===== config.mk =====
export PLATFORM = sky130hd
export DESIGN_NAME = aux_sysctl
export DESIGN_NICKNAME = d
export VERILOG_FILES = /design/src/rtl/aux_sysctl.sv
export SDC_FILE = /design/constraint.sdc
export NUM_CORES = 1
export LEC_CHECK = 0
export BUFFER_PORTS_ARGS = -buffer_cell sky130_fd_sc_hd__buf_4
export CORE_ASPECT_RATIO = 0.7
export CORE_MARGIN = 1
export CORE_UTILIZATION = 30
export CTS_BUF_LIST = sky130_fd_sc_hd__clkbuf_4
export CTS_CLUSTER_DIAMETER = 50
export DETAILED_ROUTE_END_ITERATION = 7
export GPL_TIMING_DRIVEN = 0
export PLACE_DENSITY = 0.46
export SLEW_MARGIN = 20
export SYNTH_ARGS = -nofsm -noshare
export SYNTH_HDL_FRONTEND = slang
export SYNTH_SLANG_ARGS = --single-unit
export TNS_END_PERCENT = 100

===== constraint.sdc =====
create_clock -name clk -period 2.3 [get_ports clk]
set_input_delay 0.23 -clock clk [delete_from_list [all_inputs] [get_ports clk]]
set_output_delay 0.23 -clock clk [all_outputs]
set_load 0.01 [all_outputs]

===== src/rtl/aux_sysctl.sv =====
module aux_sysctl #(
  parameter int DATA_W  = 32,
  parameter int BYTE_W  = 8,
  parameter int LED_W   = 16,
  parameter int PF_BIT  = 5,
  parameter int EN_BIT  = 3,
  parameter int OFF_BIT = 0,
  parameter int CLR_BIT = 1,
  parameter int TC_BIT  = 0,
  parameter int RST_BIT = 0,
  parameter logic [DATA_W-1:0] RST_STAT = 2
) (
  input  logic              clk,
  input  logic              rst_n,
  input  logic              wr_en,
  input  logic              sel_cfg,
  input  logic              sel_diag,
  input  logic              sel_modem,
  input  logic              sel_aux,
  input  logic              sel_pwr,
  input  logic              sel_sys,
  input  logic              sel_led,
  input  logic              sel_idle,
  input  logic [DATA_W-1:0] wdata,
  output logic [DATA_W-1:0] rdata,
  input  logic              pwr_fail_i,
  output logic              irq_o,
  output logic              fd_tc_o,
  output logic              shutdown_o,
  output logic              sys_reset_o,
  output logic              cpu_halt_o
);

  localparam int BPAD = DATA_W - BYTE_W;
  localparam int LPAD = DATA_W - LED_W;
  localparam logic [BYTE_W-1:0] PWR_KEEP = BYTE_W'((1 << OFF_BIT) | (1 << CLR_BIT));
  localparam logic [BYTE_W-1:0] TC_MASK  = BYTE_W'(1 << TC_BIT);

  logic [BYTE_W-1:0] cfg_q, diag_q, modem_q, aux_q, pwr_q;
  logic [LED_W-1:0]  led_q;
  logic [DATA_W-1:0] sys_q;
  logic              pf_stat, pf_q;

  wire w_cfg  = wr_en & sel_cfg;
  wire w_diag = wr_en & sel_diag;
  wire w_mdm  = wr_en & sel_modem;
  wire w_aux  = wr_en & sel_aux;
  wire w_pwr  = wr_en & sel_pwr;
  wire w_sys  = wr_en & sel_sys;
  wire w_led  = wr_en & sel_led;
  wire w_idle = wr_en & sel_idle;

  wire [BYTE_W-1:0] wbyte  = wdata[BYTE_W-1:0];
  wire              pf_chg = pwr_fail_i ^ pf_q;
  wire [BYTE_W-1:0] cfg_n  = w_cfg ? wbyte : cfg_q;

  logic stat_n;
  always_comb begin
    stat_n = pf_stat;
    if (pf_chg)                       stat_n = pwr_fail_i & cfg_q[EN_BIT];
    else if (w_pwr && wbyte[CLR_BIT]) stat_n = 1'b0;
  end

  always_ff @(posedge clk or negedge rst_n) begin
    if (!rst_n) begin
      cfg_q       <= '0;
      modem_q     <= '0;
      aux_q       <= '0;
      pwr_q       <= '0;
      led_q       <= '0;
      pf_stat     <= 1'b0;
      pf_q        <= 1'b0;
      irq_o       <= 1'b0;
      fd_tc_o     <= 1'b0;
      shutdown_o  <= 1'b0;
      sys_reset_o <= 1'b0;
      cpu_halt_o  <= 1'b0;
    end else begin
      cfg_q       <= cfg_n;
      pf_q        <= pwr_fail_i;
      pf_stat     <= stat_n;
      irq_o       <= stat_n & cfg_n[EN_BIT];
      if (w_mdm) modem_q <= wbyte;
      if (w_aux) aux_q   <= wbyte & ~TC_MASK;
      if (w_pwr) pwr_q   <= wbyte & PWR_KEEP;
      if (w_led) led_q   <= wdata[LED_W-1:0];
      fd_tc_o     <= w_aux & wbyte[TC_BIT];
      shutdown_o  <= w_pwr & wbyte[OFF_BIT];
      sys_reset_o <= w_sys & wdata[RST_BIT];
      cpu_halt_o  <= w_idle;
    end
  end

  always_ff @(posedge clk) begin
    if (w_diag) diag_q <= wbyte;
    if (w_sys)  sys_q  <= wdata[RST_BIT] ? RST_STAT : wdata;
  end

  logic [BYTE_W-1:0] pwr_rd;
  always_comb begin
    pwr_rd = pwr_q;
    pwr_rd[PF_BIT] = pf_stat;
  end

  always_comb begin
    rdata = '0;
    if (sel_cfg)        rdata = {{BPAD{1'b0}}, cfg_q};
    else if (sel_diag)  rdata = {{BPAD{1'b0}}, diag_q};
    else if (sel_modem) rdata = {{BPAD{1'b0}}, modem_q};
    else if (sel_aux)   rdata = {{BPAD{1'b0}}, aux_q};
    else if (sel_pwr)   rdata = {{BPAD{1'b0}}, pwr_rd};
    else if (sel_sys)   rdata = sys_q;
    else if (sel_led)   rdata = {{LPAD{1'b0}}, led_q};
  end


  a_r1_irq_follows: assert property (@(posedge clk) disable iff (!rst_n)
    irq_o == (pf_stat & cfg_q[EN_BIT]));
  a_r2_set_on_rise: assert property (@(posedge clk) disable iff (!rst_n)
    (pwr_fail_i && !pf_q && cfg_q[EN_BIT]) |=> pf_stat);
  a_r4_clear: assert property (@(posedge clk) disable iff (!rst_n)
    (w_pwr && wbyte[CLR_BIT] && !pf_chg) |=> !pf_stat);
  a_r4_shutdown: assert property (@(posedge clk) disable iff (!rst_n)
    (w_pwr && wbyte[OFF_BIT]) |=> shutdown_o);
  a_r5_sysreset: assert property (@(posedge clk) disable iff (!rst_n)
    (w_sys && wdata[RST_BIT]) |=> (sys_reset_o && sys_q == RST_STAT));
  a_r7_tc: assert property (@(posedge clk) disable iff (!rst_n)
    (w_aux && wbyte[TC_BIT]) |=> fd_tc_o);
  a_r7_tc_bit_zero: assert property (@(posedge clk) disable iff (!rst_n)
    !aux_q[TC_BIT]);
  a_r8_halt: assert property (@(posedge clk) disable iff (!rst_n)
    w_idle |=> cpu_halt_o);
  a_r10_halt_single: assert property (@(posedge clk) disable iff (!rst_n)
    !w_idle |=> !cpu_halt_o);
  a_r10_tc_single: assert property (@(posedge clk) disable iff (!rst_n)
    !(w_aux && wbyte[TC_BIT]) |=> !fd_tc_o);
  a_r9_one_select: assert property (@(posedge clk) disable iff (!rst_n)
    $onehot0({sel_cfg, sel_diag, sel_modem, sel_aux, sel_pwr, sel_sys, sel_led, sel_idle}));

endmodule


; Word-level counts from Yosys, hierarchy flattened
; Index checks and enable logic that the tools add are counted.
[classes]
add_sub_neg = 0
multipliers = 0
div = 0
n_lt_le_gt_ge = 0
eq_ne = 0
n_shift = 0
mux = 10
n_bitwise = 14
reduce_logical = 1
[ops]
columns = cell, n
row1 = $mux W32, 6
row2 = $mux W16, 1
row3 = $and A1 B1 Y1, 13
row4 = $mux W4, 1
row5 = $mux W1, 2
row6 = $logic_and A1 B1 Y1, 1
row7 = $xor A1 B1 Y1, 1
[totals]
register_bits = 88
latchBits = 0
mem_bits_rw = 0
mem_bits_ro = 0
out_inout_bits = 37
wordCells = 41
mem_count = 0

; Logic depth before layout (Yosys ltp)
[logic_depth]
word_depth = 7
depth_mapped = 6

; Worst setup path after synthesis
; Ideal clock, no wire load.
[synth_timing]
path_type = input port to flip-flop
from = input port sel_sys
to = register sys_q[10], enable pin
arrival_ns = 1.471
slack_ns = 0.438
stages = 3
cell_sequence = clkbuf_1 > clkbuf_1 > and2_1
[synth_between]
elab_chain_len = 1
[synth_lines]
columns = element, line
row1 = "start, declared", 21  ; input logic sel_sys,
row2 = $and A1 B1 Y1, 49  ; wire w_sys = wr_en & sel_sys;
row3 = named net w_sys, 49
row4 = "end signal, assigned", 96  ; if (w_sys) sys_q <= wdata[RST_BIT] ? RST_STAT : wdata;
row5 = "end, declared", 41  ; logic [DATA_W-1:0] sys_q;
; The timed path passes the listed nets, and every way through them passes these cells.
; A chain may end at the register's enable or synchronous reset.

; Worst setup path in the final report
[layout_timing]
from = input port sel_sys
to = output port rdata[7]
[layout_between]
elab_chain_len = 6
[layout_lines]
columns = element, line
row1 = $mux W32, 112  ; else if (sel_sys) rdata = sys_q;
row2 = $mux W32, 111  ; else if (sel_pwr) rdata = {{BPAD{1'b0}}, pwr_rd};
row3 = $mux W32, 110  ; else if (sel_aux) rdata = {{BPAD{1'b0}}, aux_q};
row4 = $mux W32, 109  ; else if (sel_modem) rdata = {{BPAD{1'b0}}, modem_q};
row5 = $mux W32, 108  ; else if (sel_diag) rdata = {{BPAD{1'b0}}, diag_q};
row6 = $mux W32, 107  ; if (sel_cfg) rdata = {{BPAD{1'b0}}, cfg_q};
row7 = "end, declared", 25  ; output logic [DATA_W-1:0] rdata,
; Every way passes these cells.

==> results.toml <==
[synth]
synth_top_family_by_area = "simple AND/OR/NAND/NOR gates"
syn_area_um2 = 3830
synth_cell_types = 31
ys.flop_type = "dfrtp_1"
ys_seq_elements = 87
synth_xor_area_frac = 0
syn_nets = 337
syn_inst = 293
yosysWarningCount = 0
synthSimpleGateAreaFrac = 0.153
synth_compound_area_frac = 0.0862
synth_fa_ha_area_frac = 0
yosys-mux-area-fraction = 0.115
seq_area_frac_synth = 0.619
synthArstFlopShare = 0.552
synth-edff-count = 39
syn_area_per_cell_um2 = 13.1

[global_routing]
grt.total_usage = 0.157
grt_start_max_net_pins = 49
antenna_found_initial = 0
grt_pass1_vias = 2663
grt.overflow.total = 0
grt_pass1_wl_um = 14900

[clock_network]
clk_pin_slew_ns = 0.13
h-tree-depth = 3
clockRootBuffer = "clkbuf_4"
cts_made_buffers = 9
cts_tree = "done"
clkLatencyLatePin_ns = 0.43
cts_sinks = 87
clock_path_buffers = 2

[pwr]
intPower_mw = 2.41
combPwrFrac = 0.153
p_leak_nw = 2.04
peakVddDrop_mv = 0.312
power_density_nw_per_um2 = 653
pwr-share-seq = 0.577
clkPwrFrac = 0.270
swShare = 0.250
p_sw_mw = 0.804

[setup_path]
crit_chain = "buf_4 -> clkbuf_1 -> clkbuf_1 -> nand2_1 -> a21o_1 -> a31oi_1 -> buf_4"
r2r-end = "irq_o"
arrival_ns = 1.81
startpoint_type = "input pin"
worstSetupPathType = "input pin to output pin"
max_stage_delay_ns = 0.44
r2r_start = "pf_stat"
critPathCaptureType = "output pin"
rrSetupSlack_ns = 1.37
critPathSlowestCell = "clkbuf_1"
cp_data_required_time_ns = 2.07
cpLargestDelayFamily = "buffers and inverters"
ff2ff_path_depth = 2
cp.buffers_inverters = 4
path_max_fanout = 10

[final_layout]
finalNetCount = 441
drive_above_1_share = 0.366
final_cells = 564
antennaDiodeCount = 0
area_delta_synth_final_pct = 28.5
postLayoutCoreUtil = 0.397

[timing]
timing.final.hold_violations = 0
setup_ws_ns = 0.256
setup_viol = 0
fmax_mhz = 489
slew_headroom = 0.563
drv_slew = 0
finClkSkew_ns = 0.000173
min_period_ns = 2.04
final.setup.tns_ns = 0
tightest_slew_ns = 0.655
timing.final.crit_share = 0.889
rsz0062_at_grt = "no"
finalHoldWorstSlack_ns = 0.0281

[route]
drc = 0
detail-route-antenna-nets = 0
num_vias = 2732
routedWlPerCell_um = 17.2
first_pass_iters = 4
drt-initial-drc-count = 161
wl_um = 9690
vias_per_cell = 4.84

[placement]
hpwl_um = 6780
gp_congestion = 0.734
dpl_worst_slack_ns = 0.125
place_inst = 534
port_buffers = 78

[die]
die_y_um = 96.6
initial_core_util = 0.309
die_area_um2 = 13200
coreArea_um2 = 12400
ios = 81
core.rowCount = 34
die_w_um = 137

[min_path]
hp-start = "wdata[15]"
holdPathEnd = "led_q[15]"
holdPathStages = 2
hold_path.class = "input pin to flip-flop"

[outcome]
outcome = "complete, no violations"

[job]
cap_violations = 0
==> sequential cells by signal, summed over array words and instances, names as in the netlist <==
register     flops
sys_q           31
led_q           16
cfg_q            8
diag_q           8
modem_q          8
aux_q            7
pwr_q            2
cpu_halt_o       1
fd_tc_o          1
irq_o            1
pf_q             1
pf_stat          1
shutdown_o       1
sys_reset_o      1
==> cell usage after synthesis (3+ instances only) <==
master / number / share of area
a22oi_1: 14 / 0.027
a31oi_1: 10 / 0.016
dfrtp_1: 48 / 0.31
buf_2: 3 / 0.0039
nand2_1: 15 / 0.015
and3_1: 19 / 0.031
o22ai_1: 7 / 0.011
a21o_2: 3 / 0.0069
and2_1: 3 / 0.0049
nor2_1: 9 / 0.0088
a21oi_1: 5 / 0.0065
a21o_1: 3 / 0.0059
buf_6: 3 / 0.0088
nand3b_1: 9 / 0.018
nor2b_1: 34 / 0.055
edfxtp_1: 39 / 0.31
mux2_2: 39 / 0.11
clkbuf_1: 13 / 0.013
==> layer usage <==
layer / wire length, um / vias up / part of all wire / track usage
li1: - / 1285 / - / -
met1: 4850 / 1373 / 0.50 / 0.230
met2: 4300 / 64 / 0.44 / 0.228
met3: 443 / 10 / 0.046 / 0.0428
met4: 90 / 0 / 0.0093 / 0.0385
met5: 0 / - / 0 / 0
==> cell usage in the layout (no fill, tap or decap), types with 3 or more instances in the layout <==
cell type,count
buf_4,78
dfrtp_1,48
mux2_2,39
edfxtp_1,39
nor2b_1,34
and3_1,19
nand2_1,15
a22oi_1,14
dlygate4sd3_1,14
clkbuf_1,13
clkbuf_4,12
a31oi_1,10
nand3b_1,9
nor2_1,9
o22ai_1,7
a21oi_1,5
buf_6,3
buf_2,3
a21o_1,3
a21o_2,3
==> power by group through the flow <==
stage               clock, mW  sequential (mW)  combinational [mW]
detailed placement          0             1.89               0.484
global route            0.965             1.88               0.545
floorplan                   0             1.87               0.268
finish                  0.868             1.86               0.492
global placement            0             1.89               0.468
CTS                     0.904             1.86               0.498
==> cell type report <==
| cell class | instances | area (um2) |
|---|---|---|
| repair buffers | 93 | 753 |
| clock inverters | 4 | 46.3 |
| multi-input cells | 185 | 1360 |
| flip-flops and latches | 87 | 2370 |
| fillers | 1272 | 7490 |
| inverters | 2 | 7.51 |
| plain buffers | 19 | 97.6 |
| clock buffers | 12 | 90.1 |
| well taps | 162 | 203 |
==> worst max path at each step <==
stage,startpoint,end,slack (ns),cells past startpoint
detailed placement,sel_sys,sys_q[6],0.13,5
CTS,sel_sys,rdata[6],0.23,7
finish,sel_sys,rdata[7],0.26,7
global route,sel_sys,rdata[7],0.05,7
floorplan,sel_sys,sys_q[10],0.44,3
global placement,sel_sys,sys_q[6],-0.47,4
==> kinds of logic after synthesis <==
kind of cell / after synthesis
AND/OR/NAND/NOR: 99
buffers and inverters: 21
AO/OA/AOI/OAI: 47
multiplexers: 39
flip-flops: 87
==> repair_timing <==
item | 4_1_cts | 5_1_grt
endpoints found under the hold margin | 57 | 4
gates resized for setup | 0 | 0
setup buffers | 0 | 0
hold buffers | 10 | 4
==> metrics by stage <==
step	total power [mW]	area, um2
6_report	3.22	4930
5_1_grt	3.39	4930
3_3_place_gp	2.35	4620
2_1_floorplan	2.14	3830
3_5_place_dp	2.38	4650
4_1_cts	3.26	4890
Note: power is estimated with default switching activity, not from simulation.
